$ cat config.mk
export PLATFORM = sky130hd
export DESIGN_NAME = aes_ctrl_regs
export DESIGN_NICKNAME = d
export VERILOG_FILES = /design/src/rtl/aes_regs_pkg.sv /design/src/rtl/aes_load_port.sv /design/src/rtl/aes_regs_dp.sv /design/src/rtl/aes_regs_ctrl.sv /design/src/rtl/aes_ctrl_regs.sv
export SDC_FILE = /design/constraint.sdc
export NUM_CORES = 1
export LEC_CHECK = 0
export BUFFER_PORTS_ARGS = -buffer_cell sky130_fd_sc_hd__buf_2
export CAP_MARGIN = 20
export CORE_UTILIZATION = 45
export CTS_BUF_LIST = sky130_fd_sc_hd__clkbuf_8 sky130_fd_sc_hd__clkbuf_16
export CTS_CLUSTER_SIZE = 20
export DETAILED_ROUTE_END_ITERATION = 12
export PLACE_DENSITY = 0.83
export SYNTH_ARGS = -nofsm -noshare
export SYNTH_HDL_FRONTEND = slang
export SYNTH_SLANG_ARGS = --single-unit
$ cat constraint.sdc
create_clock -name clk -period 2.1 [get_ports clk]
set_input_delay 0.105 -clock clk [delete_from_list [all_inputs] [get_ports clk]]
set_output_delay 0.105 -clock clk [all_outputs]
set_load 0.03 [all_outputs]
$ cat src/rtl/aes_regs_pkg.sv
package aes_regs_pkg;
  localparam int unsigned REG_ADDR_W = 5;

  localparam logic [REG_ADDR_W-1:0] OFF_CTRL = 5'h00;
  localparam logic [REG_ADDR_W-1:0] OFF_SRC  = 5'h04;
  localparam logic [REG_ADDR_W-1:0] OFF_DST  = 5'h08;
  localparam logic [REG_ADDR_W-1:0] OFF_KEY  = 5'h0C;
  localparam logic [REG_ADDR_W-1:0] OFF_IV   = 5'h10;

  localparam int unsigned BIT_GO    = 31;
  localparam int unsigned BIT_IRQEN = 30;
  localparam int unsigned BIT_ERR   = 29;
  localparam int unsigned BIT_CIPH  = 28;
  localparam int unsigned BIT_DEC   = 27;
  localparam int unsigned BIT_NEWIV = 12;

  typedef struct packed {
    logic wrSrc;
    logic wrDst;
    logic wrKey;
    logic wrIv;
    logic clrPtr;
  } regStrobe_t;
endpackage

$ cat src/rtl/aes_load_port.sv
module aes_load_port #(
  parameter int unsigned DATA_W    = 32,
  parameter int unsigned NUM_WORDS = 4
) (
  input  logic                          clk,
  input  logic                          rstN,
  input  logic                          wrEn,
  input  logic                          clrPtr,
  input  logic [DATA_W-1:0]             wrData,
  output logic [NUM_WORDS*DATA_W-1:0]   vecOut
);
  localparam int unsigned PTR_W = (NUM_WORDS > 1) ? $clog2(NUM_WORDS) : 1;
  localparam logic [PTR_W-1:0] LAST = PTR_W'(NUM_WORDS - 1);

  logic [PTR_W-1:0] ptrQ;

  always_ff @(posedge clk) begin
    if (!rstN) begin
      ptrQ <= '0;
    end else if (clrPtr) begin
      ptrQ <= '0;
    end else if (wrEn) begin
      ptrQ <= (ptrQ == LAST) ? '0 : ptrQ + 1'b1;
    end
  end

  // first word written goes to the most significant slot
  for (genvar w = 0; w < NUM_WORDS; w++) begin : g_word
    always_ff @(posedge clk) begin
      if (!rstN) begin
        vecOut[(NUM_WORDS-w)*DATA_W-1 -: DATA_W] <= '0;
      end else if (wrEn && ptrQ == PTR_W'(w)) begin
        vecOut[(NUM_WORDS-w)*DATA_W-1 -: DATA_W] <= wrData;
      end
    end
  end

  AST_PTR_WRAP: assert property (@(posedge clk) disable iff (!rstN)
    (wrEn && !clrPtr && ptrQ == LAST) |=> (ptrQ == '0));
  AST_PTR_CLR: assert property (@(posedge clk) disable iff (!rstN)
    clrPtr |=> (ptrQ == '0));
endmodule

$ cat src/rtl/aes_regs_dp.sv
module aes_regs_dp
  import aes_regs_pkg::*;
#(
  parameter int unsigned DATA_W     = 32,
  parameter int unsigned ALIGN_BITS = 4,
  parameter int unsigned KEY_WORDS  = 4
) (
  input  logic                          clk,
  input  logic                          rstN,
  input  regStrobe_t                    strobe,
  input  logic [DATA_W-1:0]             wrData,
  output logic [DATA_W-1:0]             srcAddr,
  output logic [DATA_W-1:0]             dstAddr,
  output logic [KEY_WORDS*DATA_W-1:0]   keyOut,
  output logic [KEY_WORDS*DATA_W-1:0]   ivOut
);
  logic [DATA_W-1:0] alignedData;
  assign alignedData = {wrData[DATA_W-1:ALIGN_BITS], {ALIGN_BITS{1'b0}}};

  always_ff @(posedge clk) begin
    if (!rstN) begin
      srcAddr <= '0;
      dstAddr <= '0;
    end else begin
      if (strobe.wrSrc) srcAddr <= alignedData;
      if (strobe.wrDst) dstAddr <= alignedData;
    end
  end

  aes_load_port #(.DATA_W(DATA_W), .NUM_WORDS(KEY_WORDS)) i_keyPort (
    .clk(clk), .rstN(rstN), .wrEn(strobe.wrKey), .clrPtr(strobe.clrPtr),
    .wrData(wrData), .vecOut(keyOut));

  aes_load_port #(.DATA_W(DATA_W), .NUM_WORDS(KEY_WORDS)) i_ivPort (
    .clk(clk), .rstN(rstN), .wrEn(strobe.wrIv), .clrPtr(strobe.clrPtr),
    .wrData(wrData), .vecOut(ivOut));

  AST_ONE_TARGET: assert property (@(posedge clk) disable iff (!rstN)
    $countones({strobe.wrSrc, strobe.wrDst, strobe.wrKey, strobe.wrIv, strobe.clrPtr}) <= 1);
endmodule

$ cat src/rtl/aes_regs_ctrl.sv
module aes_regs_ctrl
  import aes_regs_pkg::*;
#(
  parameter int unsigned DATA_W  = 32,
  parameter int unsigned COUNT_W = 12
) (
  input  logic                  clk,
  input  logic                  rstN,
  input  logic                  busValid,
  input  logic                  busWrite,
  input  logic [REG_ADDR_W-1:0] busAddr,
  input  logic [DATA_W-1:0]     busWdata,
  output logic [DATA_W-1:0]     busRdata,
  input  logic [DATA_W-1:0]     srcAddr,
  input  logic [DATA_W-1:0]     dstAddr,
  output regStrobe_t            strobe,
  output logic                  startPulse,
  output logic                  busy,
  output logic                  cipherEn,
  output logic                  decrypt,
  output logic                  useNewIv,
  output logic [COUNT_W-1:0]    blockCountM1,
  input  logic                  seqDone,
  input  logic                  seqError,
  output logic                  irq
);
  logic wrCycle, ctrlHit, zeroWrite, ctrlAccept, startReq, finish;
  logic startQ, busyQ, errQ, irqQ, irqEnQ, ciphQ, decQ, newIvQ;
  logic [COUNT_W-1:0] countQ;

  assign wrCycle    = busValid && busWrite;
  assign ctrlHit    = wrCycle && (busAddr == OFF_CTRL);
  assign zeroWrite  = ctrlHit && (busWdata == '0);
  assign ctrlAccept = ctrlHit && !busyQ;
  assign startReq   = ctrlAccept && busWdata[BIT_GO];
  assign finish     = busyQ && seqDone;

  always_comb begin
    strobe        = '0;
    strobe.wrSrc  = wrCycle && !busyQ && (busAddr == OFF_SRC);
    strobe.wrDst  = wrCycle && !busyQ && (busAddr == OFF_DST);
    strobe.wrKey  = wrCycle && !busyQ && (busAddr == OFF_KEY);
    strobe.wrIv   = wrCycle && !busyQ && (busAddr == OFF_IV);
    strobe.clrPtr = zeroWrite;
  end

  always_ff @(posedge clk) begin
    if (!rstN) begin
      startQ <= 1'b0;
      busyQ  <= 1'b0;
      errQ   <= 1'b0;
      irqQ   <= 1'b0;
      irqEnQ <= 1'b0;
      ciphQ  <= 1'b0;
      decQ   <= 1'b0;
      newIvQ <= 1'b0;
      countQ <= '0;
    end else begin
      startQ <= startReq;
      if (ctrlAccept) begin
        irqEnQ <= busWdata[BIT_IRQEN];
        ciphQ  <= busWdata[BIT_CIPH];
        decQ   <= busWdata[BIT_DEC];
        newIvQ <= busWdata[BIT_NEWIV];
        countQ <= busWdata[COUNT_W-1:0];
      end
      if (startReq)    busyQ <= 1'b1;
      else if (finish) busyQ <= 1'b0;
      if (finish && seqError) errQ <= 1'b1;
      else if (zeroWrite)     errQ <= 1'b0;
      if (finish && irqEnQ)                      irqQ <= 1'b1;
      else if (ctrlHit && (!busyQ || zeroWrite)) irqQ <= 1'b0;
    end
  end

  always_comb begin
    busRdata = '0;
    case (busAddr)
      OFF_CTRL: begin
        busRdata[BIT_GO]        = busyQ;
        busRdata[BIT_IRQEN]     = irqEnQ;
        busRdata[BIT_ERR]       = errQ;
        busRdata[BIT_CIPH]      = ciphQ;
        busRdata[BIT_DEC]       = decQ;
        busRdata[BIT_NEWIV]     = newIvQ;
        busRdata[COUNT_W-1:0]   = countQ;
      end
      OFF_SRC: busRdata = srcAddr;
      OFF_DST: busRdata = dstAddr;
      default: busRdata = '0;
    endcase
  end

  assign startPulse   = startQ;
  assign busy         = busyQ;
  assign irq          = irqQ;
  assign cipherEn     = ciphQ;
  assign decrypt      = decQ;
  assign useNewIv     = newIvQ;
  assign blockCountM1 = countQ;

  AST_START_SINGLE: assert property (@(posedge clk) disable iff (!rstN)
    startQ |=> !startQ);
  AST_START_BUSY: assert property (@(posedge clk) disable iff (!rstN)
    startQ |-> busyQ);
  AST_CFG_FROZEN: assert property (@(posedge clk) disable iff (!rstN)
    (busyQ && $past(busyQ)) |-> ($stable(countQ) && $stable(irqEnQ) && $stable(decQ) && $stable(ciphQ)));
  AST_IRQ_CAUSE: assert property (@(posedge clk) disable iff (!rstN)
    $rose(irqQ) |-> $past(finish && irqEnQ));
  AST_ERR_STICKY: assert property (@(posedge clk) disable iff (!rstN)
    (errQ && !zeroWrite) |=> errQ);
  AST_IDLE_DONE: assert property (@(posedge clk) disable iff (!rstN)
    (!busyQ && seqDone && !ctrlHit) |=> ($stable(errQ) && $stable(irqQ)));
endmodule

$ cat src/rtl/aes_ctrl_regs.sv
module aes_ctrl_regs
  import aes_regs_pkg::*;
#(
  parameter int unsigned DATA_W     = 32,
  parameter int unsigned COUNT_W    = 12,
  parameter int unsigned ALIGN_BITS = 4,
  parameter int unsigned KEY_WORDS  = 4
) (
  input  logic                        clk,
  input  logic                        rstN,
  input  logic                        busValid,
  input  logic                        busWrite,
  input  logic [REG_ADDR_W-1:0]       busAddr,
  input  logic [DATA_W-1:0]           busWdata,
  output logic                        busReady,
  output logic [DATA_W-1:0]           busRdata,
  output logic                        startPulse,
  output logic                        busy,
  output logic                        cipherEn,
  output logic                        decrypt,
  output logic                        useNewIv,
  output logic [COUNT_W-1:0]          blockCountM1,
  output logic [DATA_W-1:0]           srcAddr,
  output logic [DATA_W-1:0]           dstAddr,
  output logic [KEY_WORDS*DATA_W-1:0] keyOut,
  output logic [KEY_WORDS*DATA_W-1:0] ivOut,
  input  logic                        seqDone,
  input  logic                        seqError,
  output logic                        irq
);
  regStrobe_t strobe;

  assign busReady = 1'b1;

  aes_regs_ctrl #(.DATA_W(DATA_W), .COUNT_W(COUNT_W)) i_ctrl (
    .clk(clk), .rstN(rstN), .busValid(busValid), .busWrite(busWrite),
    .busAddr(busAddr), .busWdata(busWdata), .busRdata(busRdata),
    .srcAddr(srcAddr), .dstAddr(dstAddr), .strobe(strobe),
    .startPulse(startPulse), .busy(busy), .cipherEn(cipherEn),
    .decrypt(decrypt), .useNewIv(useNewIv), .blockCountM1(blockCountM1),
    .seqDone(seqDone), .seqError(seqError), .irq(irq));

  aes_regs_dp #(.DATA_W(DATA_W), .ALIGN_BITS(ALIGN_BITS), .KEY_WORDS(KEY_WORDS)) i_dp (
    .clk(clk), .rstN(rstN), .strobe(strobe), .wrData(busWdata),
    .srcAddr(srcAddr), .dstAddr(dstAddr), .keyOut(keyOut), .ivOut(ivOut));
endmodule

==> results of run 1 <==
==> where the power goes <==
part	switching [uW]	internal, uW	leakage (uW)
logic	381	130	0.00615
clock network	2490	3610	0.000598
registers	8.11	6380	0.00271
total	2880	10100	0.00946
==> cell families (layout without fill, tap and decap cells) <==
kind of cell / count (synthesis) / after routing / synth area share, %
compound gates: 108 / 108 / 5.39
fa+ha+maj: 8 / 8 / 0.795
buf+inv: 145 / 554 / 4.97
flops: 336 / 336 / 53.5
mux: 258 / 258 / 20.5
other cells: 2 / 12 / 0.0597
simple gates: 456 / 456 / 14.8
==> metal layers <==
layer / routed length, um / GRT usage (%) / up-vias / part of all wire [%]
li1: - / - / 5145 / -
met1: 16000 / 32.4 / 5342 / 38
met2: 20000 / 47.1 / 613 / 47
met3: 4270 / 8.61 / 157 / 10
met4: 2180 / 15.7 / 0 / 5.1
met5: 0 / 0 / - / 0
==> per-stage QoR <==
stage | worst slack [ps] | power, uW | instance area, sq um | utilization [%]
floorplan | 224 | 6810 | 12600 | -
global placement | -194 | 7000 | 15100 | 55.6
detailed placement | -219 | 7000 | 15100 | 55.6
CTS | 209 | 13100 | 16500 | 60.7
global route | 32.2 | 13400 | 16500 | 60.7
finish | 92.5 | 13000 | 16500 | 60.7
==> Yosys cell counts <==
| library cell | instances |
|---|---|
| buf_2 | 37 |
| o31ai_1 | 1 |
| and2_1 | 2 |
| inv_1 | 20 |
| and4b_1 | 1 |
| a222oi_1 | 14 |
| mux2i_1 | 258 |
| ha_1 | 8 |
| nor2_1 | 259 |
| nor4_1 | 8 |
| buf_4 | 9 |
| nand2b_1 | 1 |
| nand3_1 | 13 |
| and3b_1 | 1 |
| a32oi_1 | 1 |
| nor2b_1 | 1 |
| nand2_1 | 149 |
| a211oi_1 | 3 |
| and3_1 | 7 |
| dfxtp_1 | 336 |
| clkbuf_2 | 1 |
| a31oi_1 | 1 |
| nor4b_4 | 2 |
| nand4_1 | 2 |
| or3_1 | 3 |
| nor4bb_1 | 1 |
| conb_1 | 2 |
| clkbuf_1 | 77 |
| nor3_1 | 4 |
| nor3_2 | 2 |
| a22o_1 | 14 |
| a21oi_1 | 74 |
| buf_1 | 1 |
==> area by class of cell <==
class / count / area, sq um / area share (%)
Tap cell: 372 / 465 / 2.82
Clock inverter: 16 / 111 / 0.675
Clock buffer: 45 / 1040 / 6.28
Timing Repair Buffer: 473 / 2750 / 16.7
Inverter: 20 / 82.6 / 0.501
Antenna cell: 3 / 7.51 / 0.0455
Multi-Input combinational cell: 839 / 5320 / 32.2
Sequential cell: 336 / 6730 / 40.8
==> how the worst min path moves through the flow <==
stage | from | to | cells past startpoint
final | busWdata[28] | i_dp.dstAddr[28] | 3
after global routing | busWdata[12] | i_dp.i_keyPort.vecOut[44] | 3
after CTS | busWdata[28] | i_dp.dstAddr[28] | 3
after detailed placement | seqDone | i_ctrl.busy | 3
after global placement | seqError | i_ctrl.errQ | 3
after floorplan | busWdata[31] | i_ctrl.startPulse | 2
==> sequential cells by signal, indices dropped and copies added, names as in the netlist <==
register               count
i_ctrl.decrypt             1
i_ctrl.errQ                1
i_dp.i_keyPort.ptrQ        2
i_dp.dstAddr              28
i_ctrl.irq                 1
i_ctrl.cipherEn            1
i_dp.i_keyPort.vecOut    128
i_ctrl.busy                1
i_dp.i_ivPort.vecOut     128
i_ctrl.startPulse          1
i_ctrl.irqEnQ              1
i_dp.i_ivPort.ptrQ         2
i_dp.srcAddr              28
i_ctrl.useNewIv            1
i_ctrl.blockCountM1       12
==> critical path, stage by stage <==
cell and delay (ps):
buf_2 200, nor4_1 1060, buf_4 250, nand4_1 200, nor3_1 320, buf_4 190
nor3_1 50
==> repair_timing <==
| action | in CTS | in global routing |
|---|---|---|
| resized for setup | 0 | 0 |
| hold buffers | 23 | 0 |
| setup endpoints to repair | 0 | 0 |
| endpoints found under the hold margin | 42 | 0 |
==> impl_metrics.ini, run 1 <==
[outcome]
status = finished clean

[floorplan]
die_width_um = 169
initial_core_util_pct = 46.3
rows = 60
pin_count = 414
coreArea_sq_um = 27200
fp.dieArea_sq_um = 28600
die_y_um = 169

[setup_path]
crit_path_end_kind = flop
rr_endpoint = i_dp.i_ivPort.vecOut[61]
path_class = in -> reg
rr_worst_depth = 5
crit_fanout = 10
reg2reg_slack_ps = 220
reg2reg_from = i_ctrl.busy
startpoint = busWdata[11]
crit_arrival_ps = 2380
endpoint = i_dp.i_ivPort.ptrQ[1]
cp_data_required_time_ps = 2470
start_kind = input port

[place]
dp.cells = 2017
place_congestion = 0.850
dp_hpwl_um = 28200
port_buffers = 404

[cts]
clkTransAtPathRegs_ps = 60
cts-root-buf = clkbuf_16
clock-sinks = 336
htree_levels = 2
post_cts_buffers = 0
numCtsBuffers = 36
cts_tree = built
max-clock-path-buffers = 3
clk_latency_ps = 500

[global_route]
grt_pass1_vias = 10834
grtUsageTotal_pct = 28.3
grt_max_degree = 91
grt_pass1_wl_um = 62000
antenna_found_initial = 3
overflow = 0

[logic_synthesis]
synth.avg_cell_area_sq_um = 9.58
ys_ff_latch = 336
synth_top_area_share_pct = 53.5
yosys-top-cells-area = dfxtp_1 (53%), mux2i_1 (21%), nor2_1 (7.7%), nand2_1 (4.4%), a21oi_1 (2.9%)
synthesis.instances = 1313
synthesis.area_sq_um = 12600
netlist-cell-type-count = 33
yosysTopAreaCell = dfxtp_1
yosys_warnings = 0
yosysSeqAreaShare_pct = 53.5

[power_and_ir_drop]
ir_drop_mv = 0.663
leakage_uw = 0.00946
p_per_area_nw_per_um2 = 788

[sta]
tightestPinTransition_ps = 1230
fmax_mhz = 498
finalSetupViolCount = 0
fin_skew_ps = 10.1
rsz0062_at_grt = false
period_share_pct = 95.6
fin_hold_ws_ps = 20.2
slew_violations = 0
max_slew_margin_pct = 17.0
fin_crit_ps = 2010
finalHoldViolations = 0
setup_tns_ps = 0

[detailed_routing]
firstDrtPassIters = 7
vias = 11257
drc = 0
drtIter0Drc = 946
routed_wl_um = 42500
wl_per_cell_um = 20.2
post_drt_via_cell_ratio = 5.35
ant_nets = 0

[finish]
layout-drive-gt1-share_pct = 30.2
layout.nets = 1757
fillerInstances = 2275
area_growth_pct = 31.1
layout_commonest_cell = buf_2
layout_common_cells = buf_2 (404), dfxtp_1 (336), nor2_1 (259)
stdcell_count = 2104

[flow_run]
cap_violations = 0

[hold_path]
hold_path.class = in -> reg
No activity file was read; power rests on OpenSTA's default activity.
==> run 2: changes to the inputs <==
CTS_BUF_LIST = sky130_fd_sc_hd__clkbuf_2   (was sky130_fd_sc_hd__clkbuf_8 sky130_fd_sc_hd__clkbuf_16)
==> run 2 against run 1 <==
Net effect:
- non-clock buffer count up 28
- die area unchanged
- critical path type is now reg -> reg
- worst hold slack better by 100 ps
- register-to-register slack worse by 90 ps
- global-route usage up 0.63 points
- cell area down 0.67%
- utilization down 0.41 points
- sequential share of layout area up 0.28 points
- highest routed layer unchanged
- largest power group unchanged
- sequential power about the same
- wire length up 1.2%
==> impl_metrics.ini, run 2 (synthesized netlist as in run 1, its figures left out) <==
[outcome]
status = finished clean

[setup_path]
path_class = reg -> reg
rr_endpoint = i_dp.dstAddr[19]
cpLargestDelayFamily = buffers and inverters
cp_num_buf_inv = 2
crit_chain = and3b_1 > nand3_2 > dlygate4sd3_1 > buf_4 > nand2_1 > a21oi_1
slowest_delay_ps = 550
slowest_stage = dlygate4sd3_1
crit_path_end_kind = flop
rr_worst_depth = 6
reg2reg_from = i_ctrl.busy
reg2reg_slack_ps = 130
cp_data_required_time_ps = 2810
start_kind = flop
crit_arrival_ps = 2680
crit_fanout = 14

[cts]
clk_latency_ps = 830
cts-root-buf = clkbuf_2
htree_levels = 3
clkTransAtPathRegs_ps = 90
max-clock-path-buffers = 3
numCtsBuffers = 87
clock-sinks = 336
cts_tree = built

[place]
port_buffers = 404
place_congestion = 0.850
pre_cts_ws_ps = -219
dp_hpwl_um = 28200
dp.cells = 2017

[sta]
fmax_mhz = 507
period_share_pct = 93.9
fin_hold_ws_ps = 125
slew_violations = 0
setup_tns_ps = 0
fin_skew_ps = 62.2
finalHoldViolations = 0
max_slew_margin_pct = 27.2
finalSetupViolCount = 0
setup_slack_ps = 128
tightestPinTransition_ps = 1080
fin_crit_ps = 1970

[floorplan]
die_y_um = 169
coreArea_sq_um = 27200
initial_core_util_pct = 46.3
pin_count = 414
die_width_um = 169
rows = 60
fp.dieArea_sq_um = 28600

[detailed_routing]
drc = 0
vias = 11691
wl_per_cell_um = 19.4
drtIter0Drc = 954
firstDrtPassIters = 6
routed_wl_um = 43000
post_drt_via_cell_ratio = 5.29
ant_nets = 0

[finish]
fillerInstances = 2311
layout-drive-gt1-share_pct = 32.7
layout.nets = 1836
area_growth_pct = 30.2
layout_commonest_cell = buf_2
stdcell_count = 2212
reg_top3 = i_dp.i_ivPort.vecOut (128), i_dp.i_keyPort.vecOut (128)
layout_common_cells = buf_2 (404), dfxtp_1 (335), nor2_1 (259)

[power_and_ir_drop]
p_int_uw = 8330
power_frac_comb_pct = 4.9
netSwitchingPower_uw = 2960
ir_drop_mv = 0.479
p_total_uw = 11300
p_clk_share_pct = 38.6
switching_share_pct = 26.2
p_per_area_nw_per_um2 = 689
leakage_uw = 0.00955
seqPwrFrac_pct = 56.5

[flow_run]
cap_violations = 0

[hold_path]
hold_end = i_dp.srcAddr[14]
hold_path.class = in -> reg
worstHoldPathCells = 6
hold_path_startpoint = busAddr[2]

[global_route]
overflow = 0
grtUsageTotal_pct = 28.9
grt_pass1_wl_um = 63400
antenna_found_initial = 3
grt_max_degree = 91
grt_pass1_vias = 11476
-- run 2: cell types whose count changed in the layout (fill, tap and decap cells not counted), moves of 3 or more --
cell / previous run / this run
clkinv_2: 6 / 2
clkbuf_2: 0 / 123
clkbuf_16: 37 / 0
clkinvlp_4: 0 / 3
dlygate4sd3_1: 23 / 51
clkinv_1: 0 / 10
clkbuf_8: 8 / 0
inv_1: 25 / 19
-- run 2: power by group through the flow --
stage               sequential (uW)  combinational (uW)  clock, uW
global placement               6530                 463          0
floorplan                      6550                 254          0
CTS                            6380                 537       4480
detailed placement             6530                 466          0
global route                   6390                 574       4820
finish                         6380                 550       4360
-- run 2: routing by layer --
layer  global-route usage, %  wire length, um  vias up
li1                        -                -     5348
met1                    32.1            16300     5548
met2                    48.9            20700      663
met3                    8.72             4120      132
met4                    17.3             1910        0
met5                       0                0        -
-- run 2: tightest hold or removal path, cell delays in order --
cell	delay (ps)
buf_2	140
nor2b_1	140
and3_2	210
buf_12	180
nand2_1	80
a21oi_1	50
-- run 2: stage by stage --
step           util [%]  area [sq um]
2_1_floorplan         -         12600
3_3_place_gp       55.6         15100
3_5_place_dp       55.6         15100
4_1_cts            60.2         16400
5_1_grt            60.3         16400
6_report           60.3         16400
-- run 2: final cells by class --
cell class / instances / area, sq um / area share (%)
Antenna cell: 3 / 7.51 / 0.0458
Sequential cell: 336 / 6730 / 41.1
Timing Repair Buffer: 501 / 3030 / 18.5
Inverter: 20 / 82.6 / 0.504
Multi-Input combinational cell: 839 / 5330 / 32.5
Clock buffer: 123 / 616 / 3.76
Clock inverter: 18 / 134 / 0.817
Tap cell: 372 / 465 / 2.84
-- run 2: timing repair --
item	CTS	global route
hold buffers	51	0
resized for setup	0	2
endpoints found under the hold margin	336	0
endpoints found under the setup margin	0	16
setup buffers	0	0
-- run 2: worst max-delay path by stage --
stage / endpoint / cells after the start / startpoint / slack (ps)
after floorplan: i_dp.i_keyPort.vecOut[100] / 7 / i_ctrl.busy / 220
after global placement: i_dp.i_ivPort.ptrQ[0] / 7 / busWdata[11] / -190
after detailed placement: i_dp.i_ivPort.ptrQ[1] / 7 / busWdata[11] / -220
after CTS: i_dp.dstAddr[15] / 6 / i_ctrl.busy / 60
after global routing: i_dp.dstAddr[19] / 6 / i_ctrl.busy / -2
final: i_dp.dstAddr[19] / 6 / i_ctrl.busy / 130
